File: src/rtl/spim_pkg.sv
package spim_pkg;

    typedef enum logic [1:0] {
        ST_IDLE  = 2'd0,
        ST_LEAD  = 2'd1,
        ST_SHIFT = 2'd2,
        ST_TRAIL = 2'd3
    } spim_state_e;

endpackage

File: src/rtl/spim_halfper.sv
module spim_halfper #(
    parameter int DIV_W = 8
) (
    input  logic             clk,
    input  logic             rst_n,
    input  logic             run,
    input  logic [DIV_W-1:0] div,
    output logic             tick
);

    logic [DIV_W-1:0] cnt_q;

    assign tick = run && (cnt_q == div);

    always_ff @(posedge clk or negedge rst_n) begin
        if (!rst_n)
            cnt_q <= '0;
        else if (!run || tick)
            cnt_q <= '0;
        else
            cnt_q <= cnt_q + 1'b1;
    end

    // the half-period counter never runs past the latched divider
    assert_cnt_bound_R7: assert property (@(posedge clk) disable iff (!rst_n)
        run |-> (cnt_q <= div));

endmodule

File: src/rtl/spim_shreg.sv
module spim_shreg #(
    parameter int W = 8
) (
    input  logic         clk,
    input  logic         rst_n,
    input  logic         load,
    input  logic [W-1:0] load_val,
    input  logic         shift_out,
    input  logic         sample_in,
    input  logic         miso,
    output logic         mosi,
    output logic [W-1:0] rx_word
);

    logic [W-1:0] tx_q;
    logic [W-1:0] rx_q;

    always_ff @(posedge clk or negedge rst_n) begin
        if (!rst_n)
            tx_q <= '0;
        else if (load)
            tx_q <= load_val;
        else if (shift_out)
            tx_q <= {tx_q[W-2:0], 1'b0};
    end

    always_ff @(posedge clk or negedge rst_n) begin
        if (!rst_n)
            rx_q <= '0;
        else if (load)
            rx_q <= '0;
        else if (sample_in)
            rx_q <= {rx_q[W-2:0], miso};
    end

    assign mosi    = tx_q[W-1];
    assign rx_word = rx_q;

    // one serial edge never both launches and captures
    assert_no_dual_edge_R3: assert property (@(posedge clk) disable iff (!rst_n)
        !(shift_out && sample_in));

endmodule

File: src/rtl/spim_seldec.sv
module spim_seldec #(
    parameter int NSEL  = 4,
    parameter int IDX_W = 2
) (
    input  logic             clk,
    input  logic             rst_n,
    input  logic             set,
    input  logic             clr,
    input  logic [IDX_W-1:0] idx,
    output logic [NSEL-1:0]  ss_n
);

    generate
        for (genvar g = 0; g < NSEL; g++) begin : g_line
            logic line_q;
            always_ff @(posedge clk or negedge rst_n) begin
                if (!rst_n)
                    line_q <= 1'b1;
                else if (set)
                    line_q <= (idx != IDX_W'(g));
                else if (clr)
                    line_q <= 1'b1;
            end
            assign ss_n[g] = line_q;
        end
    endgenerate

    // never more than one select low
    assert_ss_onehot_R6: assert property (@(posedge clk) disable iff (!rst_n)
        $countones(~ss_n) <= 1);

endmodule

File: src/rtl/spi_quad_master.sv
module spi_quad_master #(
    parameter int W     = 8,
    parameter int NSEL  = 4,
    parameter int DIV_W = 8,
    parameter int IDX_W = (NSEL > 1) ? $clog2(NSEL) : 1
) (
    input  logic             clk,
    input  logic             rst_n,
    input  logic             start,
    input  logic [W-1:0]     tx_byte,
    input  logic [IDX_W-1:0] slave_idx,
    input  logic [1:0]       mode,
    input  logic [DIV_W-1:0] divider,
    input  logic             miso,
    output logic [W-1:0]     rx_byte,
    output logic             done,
    output logic             sclk,
    output logic             mosi,
    output logic [NSEL-1:0]  ss_n
);
    import spim_pkg::*;

    localparam int EC_W = $clog2(2 * W + 1);
    localparam logic [EC_W-1:0] LAST_EDGE = EC_W'(2 * W);

    spim_state_e st_q, st_d;

    logic             cpol_q, cpha_q;
    logic [DIV_W-1:0] div_q;
    logic [EC_W-1:0]  ecnt_q;
    logic [EC_W-1:0]  edge_no;
    logic             tick, accept, edge_fire, lead_edge;
    logic             shift_en, sample_en, finish;
    logic [W-1:0]     rx_word;

    assign accept    = (st_q == ST_IDLE) && start;
    assign edge_fire = tick && ((st_q == ST_LEAD) || (st_q == ST_SHIFT));
    assign edge_no   = ecnt_q + 1'b1;
    assign lead_edge = edge_no[0];
    assign finish    = tick && (st_q == ST_TRAIL);

    // Launch on trailing edges (CPHA 0) or on leading edges after the first (CPHA 1)
    assign shift_en  = edge_fire && (cpha_q ? (lead_edge && edge_no != EC_W'(1))
                                            : (!lead_edge && edge_no != LAST_EDGE));
    assign sample_en = edge_fire && (cpha_q ? !lead_edge : lead_edge);

    // State register
    always_ff @(posedge clk or negedge rst_n) begin
        if (!rst_n)
            st_q <= ST_IDLE;
        else
            st_q <= st_d;
    end

    // Transitions
    always_comb begin
        st_d = st_q;
        unique case (st_q)
            ST_IDLE:  if (start) st_d = ST_LEAD;
            ST_LEAD:  if (tick) st_d = ST_SHIFT;
            ST_SHIFT: if (tick && edge_no == LAST_EDGE) st_d = ST_TRAIL;
            ST_TRAIL: if (tick) st_d = ST_IDLE;
        endcase
    end

    // Outputs and latched configuration
    always_ff @(posedge clk or negedge rst_n) begin
        if (!rst_n) begin
            cpol_q  <= 1'b0;
            cpha_q  <= 1'b0;
            div_q   <= DIV_W'(1);
            ecnt_q  <= '0;
            sclk    <= 1'b0;
            done    <= 1'b0;
            rx_byte <= '0;
        end else begin
            done <= 1'b0;
            if (accept) begin
                cpol_q <= mode[1];
                cpha_q <= mode[0];
                div_q  <= (divider == '0) ? DIV_W'(1) : divider;
                ecnt_q <= '0;
                sclk   <= mode[1];
            end else if (edge_fire) begin
                sclk   <= ~sclk;
                ecnt_q <= edge_no;
            end else if (finish) begin
                done    <= 1'b1;
                rx_byte <= rx_word;
            end
        end
    end

    spim_halfper #(.DIV_W(DIV_W)) u_halfper (
        .clk   (clk),
        .rst_n (rst_n),
        .run   (st_q != ST_IDLE),
        .div   (div_q),
        .tick  (tick)
    );

    spim_shreg #(.W(W)) u_shreg (
        .clk       (clk),
        .rst_n     (rst_n),
        .load      (accept),
        .load_val  (tx_byte),
        .shift_out (shift_en),
        .sample_in (sample_en),
        .miso      (miso),
        .mosi      (mosi),
        .rx_word   (rx_word)
    );

    spim_seldec #(.NSEL(NSEL), .IDX_W(IDX_W)) u_seldec (
        .clk   (clk),
        .rst_n (rst_n),
        .set   (accept),
        .clr   (finish),
        .idx   (slave_idx),
        .ss_n  (ss_n)
    );

    // clock rests at the latched idle level whenever no transfer runs
    assert_idle_level_R2: assert property (@(posedge clk) disable iff (!rst_n)
        (st_q == ST_IDLE) |-> (sclk == cpol_q));

    // completion is a single-cycle pulse
    assert_done_pulse_R8: assert property (@(posedge clk) disable iff (!rst_n)
        done |=> !done);

    // inside a transfer the data line moves only together with the clock
    assert_mosi_on_edge_R4: assert property (@(posedge clk) disable iff (!rst_n)
        (st_q != ST_IDLE && $past(st_q) != ST_IDLE && mosi != $past(mosi))
            |-> (sclk != $past(sclk)));

    // a select is low exactly while a transfer runs
    assert_ss_active_R6: assert property (@(posedge clk) disable iff (!rst_n)
        (st_q != ST_IDLE) == (ss_n != {NSEL{1'b1}}));

    // selects do not move in the middle of the shifting phase
    assert_ss_stable_R11: assert property (@(posedge clk) disable iff (!rst_n)
        (st_q == ST_SHIFT && $past(st_q) == ST_SHIFT) |-> $stable(ss_n));

endmodule

File: config.mk
export PLATFORM = sky130hd
export DESIGN_NAME = spi_quad_master
export DESIGN_NICKNAME = d
export VERILOG_FILES = /design/src/rtl/spim_pkg.sv /design/src/rtl/spim_halfper.sv /design/src/rtl/spim_shreg.sv /design/src/rtl/spim_seldec.sv /design/src/rtl/spi_quad_master.sv
export SDC_FILE = /design/constraint.sdc
export NUM_CORES = 1
export LEC_CHECK = 0
export CAP_MARGIN = 20
export CELL_PAD_IN_SITES_DETAIL_PLACEMENT = 1
export CELL_PAD_IN_SITES_GLOBAL_PLACEMENT = 1
export CORE_UTILIZATION = 29
export CTS_CLUSTER_SIZE = 20
export DETAILED_ROUTE_END_ITERATION = 7
export PLACE_DENSITY = 0.55
export SYNTH_ARGS = -nofsm -noshare
export SYNTH_HDL_FRONTEND = slang
export SYNTH_HIERARCHICAL = 1
export SYNTH_SLANG_ARGS = --single-unit
File: constraint.sdc
create_clock -name clk -period 4.6 [get_ports clk]
set_clock_uncertainty 0.2 [all_clocks]
set_input_delay 1.38 -clock clk [delete_from_list [all_inputs] [get_ports clk]]
set_output_delay 1.38 -clock clk [all_outputs]
set_load 0.02 [all_outputs]
## Yosys cells after proc, flatten, opt, wreduce, memory -nomap -nowiden

Cells that the tools add are included.

- Word-level logic and storage cells: 81
- Register bits after elaboration: 54
- Input port bits: 24
- Output and inout port bits: 15

- Muxes and demuxes: 25
- Bitwise logic cells: 3
- Equal/unequal tests: 14
- Reduce and logical (&&, ||, !) cells: 23
- $add $sub $neg: 2

Operator list:

| cell | count |
|---|---|
| 8-bit two-way mux | 6 |
| 1-bit two-way mux | 12 |
| 2-bit nonzero test | 6 |
| 5-bit two-way mux | 2 |
| 2-bit inequality test, second input constant | 5 |
| 1-bit logical AND | 9 |
| 8-bit by 1-bit adder with 8-bit output, second input constant | 1 |
| 8-bit == test | 1 |
| 8-bit logical NOT | 1 |
| 2-bit two-way mux | 4 |
| 2-bit one-hot mux with 4 select lines | 1 |
| 5-bit by 1-bit adder with 5-bit output, second input constant | 1 |
| 5-bit == test, second input constant | 1 |
| 5-bit by 1-bit inequality test with 1-bit output, second input constant | 1 |
| 5-bit inequality test, second input constant | 1 |
| 2-bit == test, second input constant | 2 |
| 2-bit by 1-bit inequality test with 1-bit output, second input constant | 2 |
| 4-bit AND reduction | 1 |
| 1-bit NOT | 3 |
| 3-bit AND reduction | 1 |
| 2-bit by 1-bit == test with 1-bit output, second input constant | 1 |
| 1-bit logical NOT | 2 |
| 2-bit logical NOT | 1 |
| 1-bit logical OR | 2 |

## Logic depth before layout (Yosys ltp)

- Depth after elaboration: 7
- Gate-level depth with buffers: 9
- Mapped depth without buffers: 8

## By module

Netlist, hierarchy kept.

By module, submodules not included:

| module | seq. area each (µm²) | instances | cells each | area an instance (µm²) |
|---|---|---|---|---|
| spi_quad_master | 651.9 | 1 | 125 | 1,298.7 |
| spim_shreg | 400.4 | 1 | 60 | 705.7 |
| spim_halfper | 200.2 | 1 | 46 | 500.5 |
| spim_seldec | 105.1 | 1 | 19 | 200.2 |

## Least setup slack after synthesis

Ideal clock, no wire load.

- Kind: input to register
- Start point: in start
- End point: reg u_seldec.g_line[2].line_q
- Setup slack: 1.953 ns
- Arrival: 2.363 ns
- Stages on the path: 6
- Buffers on the path: 3
- Library setup time: 0.084 ns
- Cells stage by stage: nand2_1 -> buf_2 -> inv_2 -> buf_2 -> buf_6 -> o32a_1

- Longest elaborated chain between the ends: 2
- Elaborated cells on any way between the ends: 3
- Those cells by class: mux (1); reduce/logical (2)

RTL lines:

| element | line | source |
|---|---|---|
| start: declaration | spi_quad_master.sv:9 | `input logic start,` |
| 1-bit logical AND (*) | spi_quad_master.sv:36 | `assign accept = (st_q == ST_IDLE) && start;` |
| net accept | spi_quad_master.sv:32 | `logic tick, accept, edge_fire, lead_edge;` |
| 1-bit two-way mux or 2-bit nonzero test (tied branches) | -- |  |
| end signal: assignment | spim_seldec.sv:20 | `line_q <= (idx != IDX_W'(g));` |
| end: declaration | spim_seldec.sv:15 | `logic line_q;` |

Mark *: on every way through the listed nets, which the timed path passes. The rest lies on a longest branch.
A chain may end at the register's enable or synchronous reset.

## Worst setup path in the final report

- Start point: in start
- End point: reg u_shreg.tx_q[0]

- Longest elaborated chain between the ends: 2
- Elaborated cells on any way between the ends: 3
- Those cells by class: mux (1); reduce/logical (2)

RTL lines:

| element | line | source |
|---|---|---|
| 1-bit logical AND (*) | spi_quad_master.sv:36 |  |
| 8-bit two-way mux or 2-bit nonzero test (tied branches) | -- |  |
| end signal: assignment | spim_shreg.sv:22 | `tx_q <= load_val;` |
| end signal: assignment | spim_shreg.sv:24 | `tx_q <= {tx_q[W-2:0], 1'b0};` |
| end: declaration | spim_shreg.sv:15 | `logic [W-1:0] tx_q;` |

Mark *: on every way between the ends. The rest lies on a longest branch, timed or not.

==> impl_metrics.prom <==
# TYPE chip_impl_metric gauge
chip_impl_metric{name="synth-edff-count",unit=""} 0
chip_impl_info{name="clk_root_buffer_cell",value="sky130_fd_sc_hd__clkbuf_8"} 1
chip_impl_metric{name="route.detailed.vias_per_inst",unit=""} 4.79
chip_impl_metric{name="route.detailed.drc",unit=""} 0
chip_impl_metric{name="num_io_pins",unit=""} 39
chip_impl_metric{name="netlist_instances",unit=""} 250
chip_impl_metric{name="die-area",unit="mm2"} 0.00972
chip_impl_metric{name="cap_violations",unit=""} 0
chip_impl_metric{name="cts_buffer_depth",unit=""} 2
chip_impl_metric{name="syn-mean-instance-area",unit="um2"} 10.8
chip_impl_metric{name="grt_first_pass_wirelength",unit="um"} 9400
chip_impl_metric{name="maxSlewHeadroom",unit="%"} 43.7
chip_impl_metric{name="crit_path_max_fanout",unit=""} 48
chip_impl_metric{name="routabilityCongestion",unit=""} 0.737
chip_impl_metric{name="tightest_slew",unit="ps"} 841
chip_impl_metric{name="async_reset_ff_share",unit="%"} 100
chip_impl_info{name="timing_worst_setup_path_type",value="primary input to flop"} 1
chip_impl_metric{name="ys_seq_area_share",unit="%"} 50.2
chip_impl_metric{name="worstPathRequired",unit="ps"} 4600
chip_impl_metric{name="core_area",unit="mm2"} 0.00889
chip_impl_metric{name="initial_core_util",unit="%"} 30.4
chip_impl_metric{name="whs_path_depth",unit=""} 2
chip_impl_metric{name="clkSlewWorstSetupHoldPaths",unit="ps"} 110
chip_impl_metric{name="antennaDiodeCount",unit=""} 0
chip_impl_info{name="unrepaired_setup_endpoints_after_global_routing",value="false"} 1
chip_impl_metric{name="fp.dieH",unit="um"} 98.6
chip_impl_metric{name="fin_crit_sh",unit="%"} 67.1
chip_impl_metric{name="first_global_vias",unit=""} 1923
chip_impl_metric{name="crit_buf_inv",unit=""} 2
chip_impl_metric{name="yosys.cell_types.count",unit=""} 44
chip_impl_metric{name="grt_antenna_before_repair",unit=""} 0
chip_impl_metric{name="max_slew_violation_count",unit=""} 0
chip_impl_metric{name="clkSinkCount",unit=""} 54
chip_impl_metric{name="grt_util_all_layers",unit="%"} 12.3
chip_impl_metric{name="final.setup.worst_slack",unit="ps"} 1510
chip_impl_metric{name="worst-r2r-cell-count",unit=""} 8
chip_impl_metric{name="post_place_worst_slack",unit="ps"} 1130
chip_impl_metric{name="area_delta_synth_final",unit="%"} 19.2
chip_impl_metric{name="met3_usage",unit="%"} 3.48
chip_impl_metric{name="drt_first_pass_iters",unit=""} 3
chip_impl_metric{name="max_freq",unit="GHz"} 0.324
chip_impl_metric{name="power.ir.vdd_worst",unit="mV"} 0.216
chip_impl_metric{name="synth.ff_latch_count",unit=""} 54
chip_impl_info{name="run_status",value="complete, no violations"} 1
chip_impl_metric{name="io_buffers",unit=""} 38
chip_impl_metric{name="yosys_warnings",unit=""} 6
chip_impl_info{name="cpLargestDelayFamily",value="buffers and inverters"} 1
chip_impl_metric{name="post_route_cells_drive_above_1_share",unit="%"} 10.5
chip_impl_info{name="timing.critical_path.cells",value="clkdlybuf4s50_1 -> nand2_1 -> inv_2 -> nand2b_1 -> o21ai_2"} 1
chip_impl_metric{name="met1_usage",unit="%"} 16.6
chip_impl_info{name="flip_flop_cell_with_the_highest_count_after_synthesis",value="sky130_fd_sc_hd__dfrtp_1"} 1
chip_impl_metric{name="critPathMaxStageDelay",unit="ps"} 670
chip_impl_metric{name="totalWireLength",unit="um"} 5690
chip_impl_metric{name="detailed_place_hpwl",unit="um"} 4020
chip_impl_metric{name="routed_length_per_instance",unit="um"} 14.4
chip_impl_metric{name="grt_start_max_net_pins",unit=""} 49
chip_impl_metric{name="cts_max_level",unit=""} 2
chip_impl_info{name="synth_largest_area_cell",value="sky130_fd_sc_hd__dfrtp_1"} 1
chip_impl_metric{name="p_leak",unit="uW"} 0.00139
chip_impl_info{name="layout_common_cells",value="sky130_fd_sc_hd__dfrtp_1 (49), sky130_fd_sc_hd__nand2_1 (41), sky130_fd_sc_hd__clkdlybuf4s50_1 (37), sky130_fd_sc_hd__nor2_1 (15), sky130_fd_sc_hd__mux2i_1 (15)"} 1
chip_impl_metric{name="die_w",unit="um"} 98.6
chip_impl_info{name="cts_tree",value="built"} 1
chip_impl_metric{name="synth.cell_area",unit="mm2"} 0.00271
chip_impl_metric{name="globalRoute.totalOverflow",unit=""} 0
chip_impl_metric{name="timing_hold_violations_final",unit=""} 0
chip_impl_metric{name="drt-initial-drc-count",unit=""} 42
chip_impl_metric{name="netlist.area_leader.share",unit="%"} 45.3
chip_impl_metric{name="postSynthNetCount",unit=""} 282
chip_impl_metric{name="num_vias",unit=""} 1894
chip_impl_info{name="worst_setup_sp_type",value="primary input"} 1
chip_impl_metric{name="cts-resized-gates",unit=""} 0
chip_impl_info{name="global_route.peak_usage_layer",value="met2"} 1
chip_impl_info{name="most_frequent_standard_cell_in_the_layout_excluding_fill_and_tap_cells",value="sky130_fd_sc_hd__dfrtp_1"} 1
chip_impl_metric{name="antenna_left",unit=""} 0
chip_impl_metric{name="insertion_delay",unit="ps"} 320
chip_impl_metric{name="final_cell_area",unit="mm2"} 0.00322
chip_impl_metric{name="cts-hold-fix-buffers",unit=""} 0
chip_impl_info{name="worstHoldPathType",value="flop to flop"} 1
chip_impl_metric{name="finalSetupViolCount",unit=""} 0
chip_impl_metric{name="dpl-instance-area",unit="mm2"} 0.00313
chip_impl_metric{name="critical_path_depth",unit=""} 5
chip_impl_metric{name="postCtsSetupBuffers",unit=""} 0
chip_impl_info{name="setup.worst_path.end_class",value="flop"} 1
chip_impl_metric{name="crit_arrival",unit="ps"} 3080
chip_impl_metric{name="nets",unit=""} 318
chip_impl_info{name="ys_top_cells_by_area",value="sky130_fd_sc_hd__dfrtp_1 (45%), sky130_fd_sc_hd__nand2_1 (5.7%), sky130_fd_sc_hd__mux2i_1 (5.6%), sky130_fd_sc_hd__dfstp_2 (4.9%), sky130_fd_sc_hd__xor2_1 (4.2%)"} 1
chip_impl_metric{name="powerDensity",unit="mW/mm2"} 528
chip_impl_metric{name="grtUsageMet2",unit="%"} 19.8
chip_impl_metric{name="final_period_minus_worst_setup_slack",unit="ps"} 3090
chip_impl_metric{name="fin_setup_tns",unit="ps"} 0
chip_impl_info{name="crit_path_top_delay_cell",value="sky130_fd_sc_hd__inv_2"} 1
chip_impl_metric{name="cts-buffers-inserted",unit=""} 5
chip_impl_metric{name="std_cell_rows",unit=""} 34
chip_impl_metric{name="hold-worst-slack",unit="ps"} 285
## routing by layer
layer | vias to the layer above | wire length [um] | part of all wire, %
li1 | 919 | - | -
met1 | 937 | 2820 | 49
met2 | 32 | 2600 | 46
met3 | 6 | 219 | 3.8
met4 | 0 | 53 | 0.93
met5 | - | 0 | 0
## cell families (layout without fill, tap and decap cells)
group,after synthesis,after routing,synth area share (%)
AO/OA/AOI/OAI,39,39,9.67
XOR/XNOR,18,18,6.38
adder cells (fa/ha/maj),8,8,3.70
buffers and inverters,23,60,5.50
flip-flops,54,54,50.2
multiplexers,24,24,9.30
AND/OR/NAND/NOR,84,84,15.3
## synthesized netlist by cell type, types with 2 or more instances
master                     instances
sky130_fd_sc_hd__xor2_2            2
sky130_fd_sc_hd__mux2_1            9
sky130_fd_sc_hd__ha_1              8
sky130_fd_sc_hd__dfrtp_1          49
sky130_fd_sc_hd__buf_6             6
sky130_fd_sc_hd__buf_4             4
sky130_fd_sc_hd__o21ai_0           4
sky130_fd_sc_hd__nand3_1           5
sky130_fd_sc_hd__dfstp_2           5
sky130_fd_sc_hd__a221oi_1          3
sky130_fd_sc_hd__xnor2_1           3
sky130_fd_sc_hd__a211oi_1          5
sky130_fd_sc_hd__inv_1            10
sky130_fd_sc_hd__nand2b_1          2
sky130_fd_sc_hd__a21oi_2           2
sky130_fd_sc_hd__mux2i_1          15
sky130_fd_sc_hd__xor2_1           13
sky130_fd_sc_hd__o21ai_1          11
sky130_fd_sc_hd__buf_2             2
sky130_fd_sc_hd__o211ai_1          2
sky130_fd_sc_hd__a21oi_1           4
sky130_fd_sc_hd__or3_1             5
sky130_fd_sc_hd__nand2_1          41
sky130_fd_sc_hd__nor3_1            4
sky130_fd_sc_hd__nor2_1           15
sky130_fd_sc_hd__nor4_2            2
sky130_fd_sc_hd__a31oi_1           2
## metrics by stage
| step | cells | utilization [%] | total power [uW] |
|---|---|---|---|
| final | 395 | 36.3 | 1700 |
| after global routing | 395 | 36.3 | 1830 |
| after CTS | 395 | 36.3 | 1740 |
| after detailed placement | 387 | 35.2 | 1450 |
| after global placement | 387 | 35.2 | 1430 |
| after floorplan | 250 | - | 1230 |
## flip-flops by register name (all words and copies together), names as in the netlist
register                count
sclk                        1
ecnt_q                      5
div_q                       8
st_q                        2
u_shreg/tx_q                8
done                        1
rx_byte                     8
cpha_q                      1
u_seldec/g_line.line_q      4
u_halfper/cnt_q             8
u_shreg/rx_word             8
## layout make-up
type | count | area (um2)
Fill cell | 1011 | 5670
Multi-Input combinational cell | 173 | 1200
Inverter | 11 | 41.3
Timing Repair Buffer | 41 | 398
Clock inverter | 3 | 25.0
Tap cell | 108 | 135
Sequential cell | 54 | 1360
Clock buffer | 5 | 68.8
## worst paths after layout
path / from / endpoint / slack [ps]
max reg2reg: u_halfper/cnt_q[5] / u_shreg/rx_word[2] / 1660
min: div_q[0] / div_q[0] / 290
min in group asynchronous: rst_n / ecnt_q[4] / 840
max: start / u_shreg/tx_q[0] / 1510
max in group asynchronous: rst_n / div_q[0] / 2500
min reg2reg: div_q[0] / div_q[0] / 290
## power breakdown
part           leakage, uW  switching, uW  internal (uW)  total [uW]
Combinational     0.000658            368            295         663
Clock            0.0000447            173            110         284
Sequential        0.000683            117            639         756
## worst min-delay path, stage by stage, from the launching register on
cell and delay (ps):
sky130_fd_sc_hd__dfstp_2 390, sky130_fd_sc_hd__nand2_1 50, sky130_fd_sc_hd__o21ai_1 50
No activity file was read; power rests on OpenSTA's default activity.
